--- src/rtl/vgs_pkg.sv ---
package vgs_pkg;
  typedef enum logic {
    LAST_UV = 1'b0,
    LAST_OV = 1'b1
  } last_fault_t;

  localparam int unsigned LONG_MS_DEF  = 17;
  localparam int unsigned SHORT_MS_DEF = 8;
endpackage

--- src/rtl/vgs_sync.sv ---
module vgs_sync #(
  parameter int unsigned     W       = 5,
  parameter logic [W-1:0]    RST_VAL = '0
) (
  input  logic         clk,
  input  logic         rst,
  input  logic [W-1:0] d,
  output logic [W-1:0] q
);
  logic [W-1:0] stage1;

  always_ff @(posedge clk) begin
    if (rst) begin
      stage1 <= RST_VAL;
      q      <= RST_VAL;
    end else begin
      stage1 <= d;
      q      <= stage1;
    end
  end
endmodule

--- src/rtl/vgs_delay_timer.sv ---
module vgs_delay_timer #(
  parameter int unsigned CYC_PER_MS = 125000,
  parameter int unsigned LONG_MS    = 17,
  parameter int unsigned SHORT_MS   = 8,
  localparam int unsigned LONG_CYC  = LONG_MS * CYC_PER_MS,
  localparam int unsigned SHORT_CYC = SHORT_MS * CYC_PER_MS,
  localparam int unsigned CNT_W     = $clog2(LONG_CYC + 1)
) (
  input  logic             clk,
  input  logic             rst,
  input  logic             hold,
  input  logic             use_short,
  output logic             ready,
  output logic [CNT_W-1:0] cnt
);
  logic [CNT_W-1:0] last_val;

  always_comb begin
    if (use_short) last_val = CNT_W'(SHORT_CYC - 1);
    else           last_val = CNT_W'(LONG_CYC - 1);
  end

  always_ff @(posedge clk) begin
    if (rst || hold) begin
      cnt   <= '0;
      ready <= 1'b0;
    end else if (!ready) begin
      if (cnt >= last_val) ready <= 1'b1;
      else                 cnt   <= cnt + 1'b1;
    end
  end
endmodule

--- src/rtl/vbus_guard_seq.sv ---
module vbus_guard_seq #(
  parameter int unsigned CYC_PER_MS = 125000,
  parameter int unsigned LONG_MS    = vgs_pkg::LONG_MS_DEF,
  parameter int unsigned SHORT_MS   = vgs_pkg::SHORT_MS_DEF,
  localparam int unsigned LONG_CYC  = LONG_MS * CYC_PER_MS,
  localparam int unsigned CNT_W     = $clog2(LONG_CYC + 1)
) (
  input  logic clk,
  input  logic rst,
  input  logic uv_raw,
  input  logic ov_raw,
  input  logic hot_raw,
  input  logic cool_raw,
  input  logic en_n,
  output logic sw_on,
  output logic ack_n
);
  import vgs_pkg::*;

  // synchronized flags: {en_n, cool, hot, ov, uv}
  localparam int unsigned NFLAG = 5;
  localparam logic [NFLAG-1:0] SYNC_RST = 5'b1_0_0_0_1;

  logic [NFLAG-1:0] raw_vec, syn_vec;
  logic uv_q, ov_q, hot_q, cool_q, en_q;
  logic supply_bad;
  logic otp_q, otp_nxt;
  last_fault_t last_q;
  logic ready;
  logic [CNT_W-1:0] cnt;

  assign raw_vec = {en_n, cool_raw, hot_raw, ov_raw, uv_raw};

  vgs_sync #(.W(NFLAG), .RST_VAL(SYNC_RST)) u_sync (
    .clk (clk),
    .rst (rst),
    .d   (raw_vec),
    .q   (syn_vec)
  );

  assign {en_q, cool_q, hot_q, ov_q, uv_q} = syn_vec;
  assign supply_bad = uv_q | ov_q;

  // over-temperature latch with two-level hysteresis; hot wins
  always_comb begin
    if (hot_q)       otp_nxt = 1'b1;
    else if (cool_q) otp_nxt = 1'b0;
    else             otp_nxt = otp_q;
  end

  always_ff @(posedge clk) begin
    if (rst) begin
      otp_q  <= 1'b0;
      last_q <= LAST_UV;
    end else begin
      otp_q <= otp_nxt;
      if (uv_q)      last_q <= LAST_UV;
      else if (ov_q) last_q <= LAST_OV;
    end
  end

  vgs_delay_timer #(
    .CYC_PER_MS (CYC_PER_MS),
    .LONG_MS    (LONG_MS),
    .SHORT_MS   (SHORT_MS)
  ) u_timer (
    .clk       (clk),
    .rst       (rst),
    .hold      (supply_bad),
    .use_short (last_q == LAST_OV),
    .ready     (ready),
    .cnt       (cnt)
  );

  always_ff @(posedge clk) begin
    if (rst) begin
      sw_on <= 1'b0;
      ack_n <= 1'b1;
    end else begin
      sw_on <= ready & ~supply_bad & ~otp_nxt & ~en_q;
      ack_n <= ~(ready & ~supply_bad & ~otp_nxt);
    end
  end
endmodule

--- config.mk ---
export PLATFORM = sky130hd
export DESIGN_NAME = vbus_guard_seq
export DESIGN_NICKNAME = d
export VERILOG_FILES = /design/src/rtl/vgs_pkg.sv /design/src/rtl/vgs_sync.sv /design/src/rtl/vgs_delay_timer.sv /design/src/rtl/vbus_guard_seq.sv
export SDC_FILE = /design/constraint.sdc
export NUM_CORES = 1
export LEC_CHECK = 0
export BUFFER_PORTS_ARGS = -buffer_cell sky130_fd_sc_hd__buf_2
export CAP_MARGIN = 20
export CELL_PAD_IN_SITES_DETAIL_PLACEMENT = 2
export CELL_PAD_IN_SITES_GLOBAL_PLACEMENT = 2
export CORE_MARGIN = 4
export CORE_UTILIZATION = 28
export CTS_CLUSTER_DIAMETER = 30
export CTS_CLUSTER_SIZE = 12
export DETAILED_ROUTE_END_ITERATION = 12
export PLACE_DENSITY_LB_ADDON = 0.12
export SLEW_MARGIN = 10
export SYNTH_ARGS = -nofsm -noshare
export SYNTH_HDL_FRONTEND = slang
export SYNTH_HIERARCHICAL = 1
export SYNTH_SLANG_ARGS = --single-unit
--- constraint.sdc ---
create_clock -name clk -period 4.77 [get_ports clk]
set_input_delay 0.954 -clock clk [delete_from_list [all_inputs] [get_ports clk]]
set_output_delay 0.954 -clock clk [all_outputs]
set_load 0.02 [all_outputs]
# --- After elaboration in Yosys (flattened, before gate mapping) ---
# Index checks and enable logic that the tools add are counted.
op_classes:
  n_addsub: 1
  mul: 0
  n_div: 0
  magnitude_cmp: 1
  eq_ne: 0
  shifts: 0
  n_mux: 5
  n_bitwise: 10
  n_reduce_logical: 3
ops:
  columns: ["op", "count"]
  rows:
  - ["$add A22 B1 Y22 const B", 1]
  - ["$ge A22 B22 Y1", 1]
  - ["$mux W22", 1]
  - ["$not A1 Y1", 6]
  - ["$mux W1", 4]
  - ["$and A1 B1 Y1", 3]
  - ["$reduce_and A2 Y1", 1]
  - ["$reduce_or A2 Y1", 1]
  - ["$logic_or A1 B1 Y1", 1]
  - ["$or A1 B1 Y1", 1]
word_totals:
  reg_bits: 37
  latchBits: 0
  ramBits: 0
  mem_bits_ro: 0
  inputBits: 7
  output_inout_bits: 2
  word_cells: 28
  n_memories: 0

# --- Depth between registers and ports, before layout ---
# Gate-level depths: netlist of the first run.
logic_depth:
  depth_word: 5
  depth_mapped: 9
  mapped_depth_nobuf: 7

# --- Hierarchy ---
# The synthesis of the first run kept the hierarchy.
by_module_without_submodules:
  columns: ["module", "instances", "cells_per_inst", "area_each_um2", "seq_area_each_um2"]
  rows:
  - ["vgs_delay_timer", 1, 186, 1566.5, 460.4]
  - ["vgs_sync", 1, 20, 262.8, 200.2]
  - ["vbus_guard_seq", 1, 13, 140.1, 80.1]

# --- Worst setup path after synthesis of the first run ---
# OpenSTA, ideal clock, no wires.
synth_timing:
  kind: "register -> register"
  from: "reg last_q"
  to: "reg u_timer.cnt[13]"
  arrival_ns: 2.540
  t_required_ns: 4.700
  path_slack_ns: 2.159
  path_stages_with_launch: 9
  path_buffers: 1
  period_less_slack_ns: 2.611
  cell_sequence: "dfxtp_1 inv_1 ha_1 a211o_1 a211o_1 a311o_1 buf_6 or4_1 a21oi_1"
synth_between:
  elab_chain_cells: 4
synth_rtl:
  columns: ["element", "line", "rtl"]
  rows:
  - ["start: declaration", "vbus_guard_seq.sv:28", "last_fault_t last_q;"]
  - ["start signal: assignment", "vbus_guard_seq.sv:54", "last_q <= LAST_UV;"]
  - ["start signal: assignment", "vbus_guard_seq.sv:57", "if (uv_q) last_q <= LAST_UV;"]
  - ["start signal: assignment", "vbus_guard_seq.sv:58", "else if (ov_q) last_q <= LAST_OV;"]
  - ["$mux W22", "vgs_delay_timer.sv:19", "if (use_short) last_val = CNT_W'(SHORT_CYC - 1);"]
  - ["$ge A22 B22 Y1", "vgs_delay_timer.sv:28", "if (cnt >= last_val) ready <= 1'b1;"]
  - ["$not A1 Y1 (no source line)", null, null]
  - ["$reduce_and A2 Y1 (no source line)", null, null]
  - ["end signal: assignment", "vgs_delay_timer.sv:29", "else cnt <= cnt + 1'b1;"]
  - ["end: declaration", "vgs_delay_timer.sv:14", "output logic [CNT_W-1:0] cnt"]
# Every way passes these cells.
# A chain may end at the register's enable or synchronous reset.

# --- Worst setup path after layout of the first run ---
layout_timing:
  from: "reg last_q"
  to: "reg u_timer.cnt[10]"
# The elaborated chain is that of the path after synthesis.

==> flow_metrics.env, run 1 <==
export IMPL_final_cell_area_mm2=0.00219
export IMPL_routabilityCongestion=0.763
export IMPL_cts_buffer_depth=2
export IMPL_start_util=0.288
export IMPL_clock_sinks=37
export IMPL_pin_count=9
export IMPL_synth_common_cells="dfxtp_1, a21oi_1, ha_1"
export IMPL_grt_max_degree=39
export IMPL_end_kind="flop"
export IMPL_rows=30
export IMPL_period_share=0.654
export IMPL_drc=0
export IMPL_cellPowerDensity_mw_per_mm2=281
export IMPL_slew_viol_final=0
export IMPL_routed_via_density=5.61
export IMPL_grt_overflow=0
export IMPL_hold_ws_ns=0.424
export IMPL_area_delta_synth_final_pct=11.1
export IMPL_cts_hold_buffers_added=0
export IMPL_cts_root_buffer="clkbuf_8"
export IMPL_synth_top_area_share=0.376
export IMPL_finalSetupViolCount=0
export IMPL_worstReg2RegStart="last_q$_SDFFE_PP0P_"
export IMPL_ctsResizeCount=0
export IMPL_drv_cap=0
export IMPL_fmax_mhz=321
export IMPL_crit_type="reg2reg"
export IMPL_fin_skew_ns=0.0106
export IMPL_drive_gt1_frac=0.0942
export IMPL_period_needed_ns=3.12
export IMPL_final_antenna_net_count=0
export IMPL_die_width_um=91.9
export IMPL_core_region_area_mm2=0.00683
export IMPL_fin_tns_setup_ns=0
export IMPL_yosysMostFrequentCell="dfxtp_1"
export IMPL_fill_cells=782
export IMPL_diodes=0
export IMPL_clk_pin_slew_ns=0.09
export IMPL_yosysSeqAreaShare=0.376
export IMPL_vdd_ir_drop_max_v=0.000124
export IMPL_cts_made_buffers=5
export IMPL_worst_path_max_fanout=38
export IMPL_rsz0062_at_grt="no"
export IMPL_syn_cell_area_mm2=0.00197
export IMPL_wl_mm=5.93
export IMPL_nNetsFinal=244
export IMPL_reg2reg_to="u_timer/cnt[10]$_SDFFE_PP0P_"
export IMPL_synth_async_reset_ratio=0
export IMPL_antenna_found_initial=0
export IMPL_htreeDepth=2
export IMPL_yosysTopAreaCell="dfxtp_1"
export IMPL_start_kind="flop"
export IMPL_synth_area_leaders="dfxtp_1, ha_1, a21oi_1"
export IMPL_finalHoldViolCount=0
export IMPL_via_count=1791
export IMPL_slew_headroom=0.428
export IMPL_crit_start="last_q$_SDFFE_PP0P_"
export IMPL_syn_avg_cell_area_um2=8.99
export IMPL_synthCells=219
export IMPL_grt_usage=0.152
export IMPL_clock_latency_ns=0.30
export IMPL_dp_cells=311
export IMPL_cts_tree="done"
export IMPL_io_buffers=8
export IMPL_worstPathArrival_ns=3.34
export IMPL_die_area_mm2=0.00844
export IMPL_r2r_cells=8
export IMPL_hold_path_class="reg2reg"
export IMPL_grt_pass1_wl_mm=10.2
export IMPL_synth_ff_type="dfxtp_1"
export IMPL_ys_types=40
export IMPL_synth_seq_cells=37
export IMPL_drt_iter0_markers=56
export IMPL_hpwl_mm=4.13
export IMPL_place_area_mm2=0.00207
export IMPL_ys_warn_count=6
export IMPL_die_y_um=91.9
export IMPL_cellLeakagePower_nw=0.743
export IMPL_fin_cells=319
export IMPL_synth_nets=241
export IMPL_grt_pass1_vias=1987
export IMPL_required_ns=4.99
export IMPL_synth_edf_count=0
export IMPL_cts_setup_buffers=0
export IMPL_worst_pin_slew_ns=0.854
export IMPL_drt_first_pass_iters=4
export IMPL_status="finished clean"
export IMPL_r2r_setup_slack_ns=1.65
export IMPL_wl_per_cell_um=18.6
export IMPL_crit_end="u_timer/cnt[10]$_SDFFE_PP0P_"
area by class of cell:
| type | count | area [µm²] | area share |
|---|---|---|---|
| inverter | 5 | 18.8 | 0.00858 |
| clock inverter | 3 | 46.3 | 0.0212 |
| tap | 96 | 120 | 0.0549 |
| timing repair buffer | 9 | 47.5 | 0.0217 |
| multi-input combinational | 164 | 1140 | 0.523 |
| sequential | 37 | 741 | 0.339 |
| clock buffer | 5 | 68.8 | 0.0315 |
cells by family (layout without fill, tap and decap cells):
logic type	after synthesis	in the layout	share of synthesized area
compound gates	55	55	0.196
mux	2	2	0.0102
buf+inv	18	22	0.0432
flops	37	37	0.376
simple gates	92	92	0.280
fa+ha+maj	15	15	0.0953
critical path, cell delays in order (launching register included):
cell     delay, ns
dfxtp_1       0.53
inv_1         0.26
ha_1          0.37
a211o_1       0.30
a211o_1       0.32
a311o_1       0.32
buf_4         0.24
or4_1         0.50
a21oi_1       0.17
worst min path at each step:
stage                                      from  depth (start not counted)                      to  slack [ns]
floorplan           u_sync/stage1[0]$_SDFF_PP1_                          1  u_sync/q[0]$_SDFF_PP1_        0.38
global placement    u_sync/stage1[4]$_SDFF_PP1_                          1  u_sync/q[4]$_SDFF_PP1_        0.39
detailed placement  u_sync/stage1[0]$_SDFF_PP1_                          1  u_sync/q[0]$_SDFF_PP1_        0.41
CTS                 u_sync/stage1[0]$_SDFF_PP1_                          1  u_sync/q[0]$_SDFF_PP1_        0.43
global route        u_sync/stage1[0]$_SDFF_PP1_                          1  u_sync/q[0]$_SDFF_PP1_        0.45
finish              u_sync/stage1[0]$_SDFF_PP1_                          1  u_sync/q[0]$_SDFF_PP1_        0.42
through the flow:
stage | util | worst slack, ns | total power [W]
floorplan | - | 2.16 | 0.000329
global placement | 0.303 | 1.92 | 0.000336
finish | 0.320 | 1.65 | 0.000614
global route | 0.320 | 1.47 | 0.000641
detailed placement | 0.303 | 1.64 | 0.000338
CTS | 0.320 | 1.62 | 0.000626
sequential cells by signal, indices dropped and copies added, names as in the netlist:
register       count
otp_q              1
u_timer/ready      1
u_sync/q           5
u_sync/stage1      5
u_timer/cnt       22
sw_on              1
ack_n              1
last_q             1
layer usage:
layer,global-route usage,routed length (µm),vias up
met5,0,0,-
met4,0.0483,77,0
met3,0.0353,164,6
met2,0.268,2970,28
met1,0.181,2720,901
li1,-,-,856
cell usage in the layout, fill, tap and decap left out, types with 7 or more instances in the layout:
cell type,instances
or4_1,11
or3_1,7
dfxtp_1,37
nand3_1,11
o31ai_1,11
buf_2,8
nand2_1,13
nand4_1,10
ha_1,15
a21oi_1,17
power breakdown:
group / switching [W] / internal, W / total [W] / leakage [nW]
combinational: 0.00000874 / 0.00000585 / 0.0000146 / 0.388
sequential: 0.00000198 / 0.000313 / 0.000315 / 0.300
clock: 0.000128 / 0.000157 / 0.000284 / 0.0543
Note: power is estimated with default switching activity, not from simulation.
==> run 2: changes to the inputs <==
- clock period: 4.77 -> 2.9 ns (I/O delays scaled with it)
==> flow_metrics.env, run 2 (synthesis gave the netlist of run 1 again) <==
export IMPL_status="finished clean"
export IMPL_period_needed_ns=2.71
export IMPL_grt_max_degree=39
export IMPL_seqPwrFrac=0.557
export IMPL_worst_slack_ns=0.188
export IMPL_worst_pin_slew_ns=0.888
export IMPL_route_met3_wl_um=167
export IMPL_grt_pass1_wl_mm=9.94
export IMPL_wl_mm=5.77
export IMPL_rows=30
export IMPL_sw_frac_of_total=0.251
export IMPL_cts_root_buffer="clkbuf_8"
export IMPL_start_kind="flop"
export IMPL_power_w=0.000930
export IMPL_layout_cells_most_common_list="dfxtp_1, a21oi_1, ha_1"
export IMPL_worst_path_stages=8
export IMPL_p_clk_frac=0.416
export IMPL_slew_headroom=0.406
export IMPL_slew_viol_final=0
export IMPL_clock_latency_ns=0.30
export IMPL_place_area_mm2=0.00214
export IMPL_slowest_delay_ns=0.52
export IMPL_largest_reg_flops=22
export IMPL_fmax_mhz=369
export IMPL_cts_setup_buffers=0
export IMPL_worstPathArrival_ns=2.95
export IMPL_wl_per_cell_um=17.7
export IMPL_routed_top_layer="met4"
export IMPL_area_delta_synth_final_pct=13.2
export IMPL_route_met2_wl_mm=2.98
export IMPL_grt_overflow=0
export IMPL_cellPowerDensity_mw_per_mm2=417
export IMPL_cpMostUsedCell="a211o_1"
export IMPL_drt_first_pass_iters=4
export IMPL_whs_path_depth=1
export IMPL_drc=0
export IMPL_diodes=0
export IMPL_cts_made_buffers=5
export IMPL_met1_length_mm=2.54
export IMPL_power_switching_w=0.000234
export IMPL_pin_count=9
export IMPL_crit_type="reg2reg"
export IMPL_cts_buffer_depth=2
export IMPL_finalSetupViolCount=0
export IMPL_fin_cells=326
export IMPL_hold_path_class="reg2reg"
export IMPL_die_y_um=91.9
export IMPL_end_kind="flop"
export IMPL_dp_cells=318
export IMPL_io_buffers=8
export IMPL_hpwl_mm=4.24
export IMPL_critPathSlowestCell="or4_1"
export IMPL_antenna_found_initial=0
export IMPL_die_width_um=91.9
export IMPL_final_antenna_net_count=0
export IMPL_vdd_ir_drop_max_v=0.000154
export IMPL_top_register="u_timer/cnt"
export IMPL_path_buf_inv=2
export IMPL_worst_path_max_fanout=38
export IMPL_clock_sinks=37
export IMPL_nNetsFinal=251
export IMPL_cpLargestDelayFamily="compound AO/OA/AOI/OAI gates"
export IMPL_final_common_cell="dfxtp_1"
export IMPL_via_count=1829
export IMPL_period_share=0.935
export IMPL_r2r_cells=8
export IMPL_start_util=0.288
export IMPL_routabilityCongestion=0.768
export IMPL_reg_top3="u_timer/cnt: 22 flops, u_sync/q: 5 flops, u_sync/stage1: 5 flops"
export IMPL_power_frac_comb=0.027
export IMPL_fin_skew_ns=0.00676
export IMPL_path_cells="inv_2 > ha_1 > a211o_1 > a211o_1 > a311o_1 > buf_4 > or4_1 > a21oi_1"
export IMPL_htreeDepth=2
export IMPL_drt_iter0_markers=46
export IMPL_grt_usage=0.148
export IMPL_finalHoldViolCount=0
export IMPL_required_ns=3.13
export IMPL_grt_pass1_vias=1961
export IMPL_cts_tree="done"
export IMPL_routed_via_density=5.61
export IMPL_rsz0062_at_grt="no"
export IMPL_core_region_area_mm2=0.00683
export IMPL_fin_tns_setup_ns=0
export IMPL_drive_gt1_frac=0.126
export IMPL_pre_cts_ws_ns=0.0751
export IMPL_cellLeakagePower_nw=0.771
export IMPL_clk_pin_slew_ns=0.08
export IMPL_power_internal_w=0.000697
export IMPL_drv_cap=0
export IMPL_final_cell_area_mm2=0.00223
export IMPL_die_area_mm2=0.00844
-- run 2: timing repair --
item	in CTS	in global routing
setup endpoints to repair	0	11
hold buffers	0	0
resized for setup	0	3
endpoints found under the hold margin	0	0
-- run 2: routing by layer --
layer	vias to the layer above	track usage
met5	-	0
met4	0	0.0483
met3	8	0.0271
met2	21	0.271
met1	928	0.171
li1	872	-
-- run 2: through the flow --
step / utilization / hold WS [ns]
finish: 0.326 / 0.417
global route: 0.326 / 0.442
CTS: 0.326 / 0.422
detailed placement: 0.313 / 0.396
global placement: 0.313 / 0.389
floorplan: - / 0.383
-- run 2: power groups by stage --
stage	clock network [W]	registers [W]	logic, W
6_report	0.000387	0.000518	0.0000252
5_1_grt	0.000426	0.000519	0.0000291
4_1_cts	0.000404	0.000518	0.0000259
3_5_place_dp	0	0.000530	0.0000258
3_3_place_gp	0	0.000530	0.0000242
2_1_floorplan	0	0.000529	0.0000128
-- run 2: path summary, 6_finish.rpt --
| kind | slack (ns) | to | startpoint |
|---|---|---|---|
| setup reg to reg | 0.19 | u_timer/cnt[7]$_SDFFE_PP0P_ | last_q$_SDFFE_PP0P_ |
| hold / removal | 0.42 | u_sync/q[4]$_SDFF_PP1_ | u_sync/stage1[4]$_SDFF_PP1_ |
| hold reg to reg | 0.42 | u_sync/q[4]$_SDFF_PP1_ | u_sync/stage1[4]$_SDFF_PP1_ |
| setup / recovery | 0.19 | u_timer/cnt[7]$_SDFFE_PP0P_ | last_q$_SDFFE_PP0P_ |
-- run 2: area by class of cell --
type / instances / area, µm²
Fill cell: 808 / 4600
Multi-Input combinational cell: 164 / 1150
Sequential cell: 37 / 741
Tap cell: 96 / 120
Timing Repair Buffer: 16 / 113
Clock buffer: 5 / 68.8
Clock inverter: 3 / 21.3
Inverter: 5 / 18.8
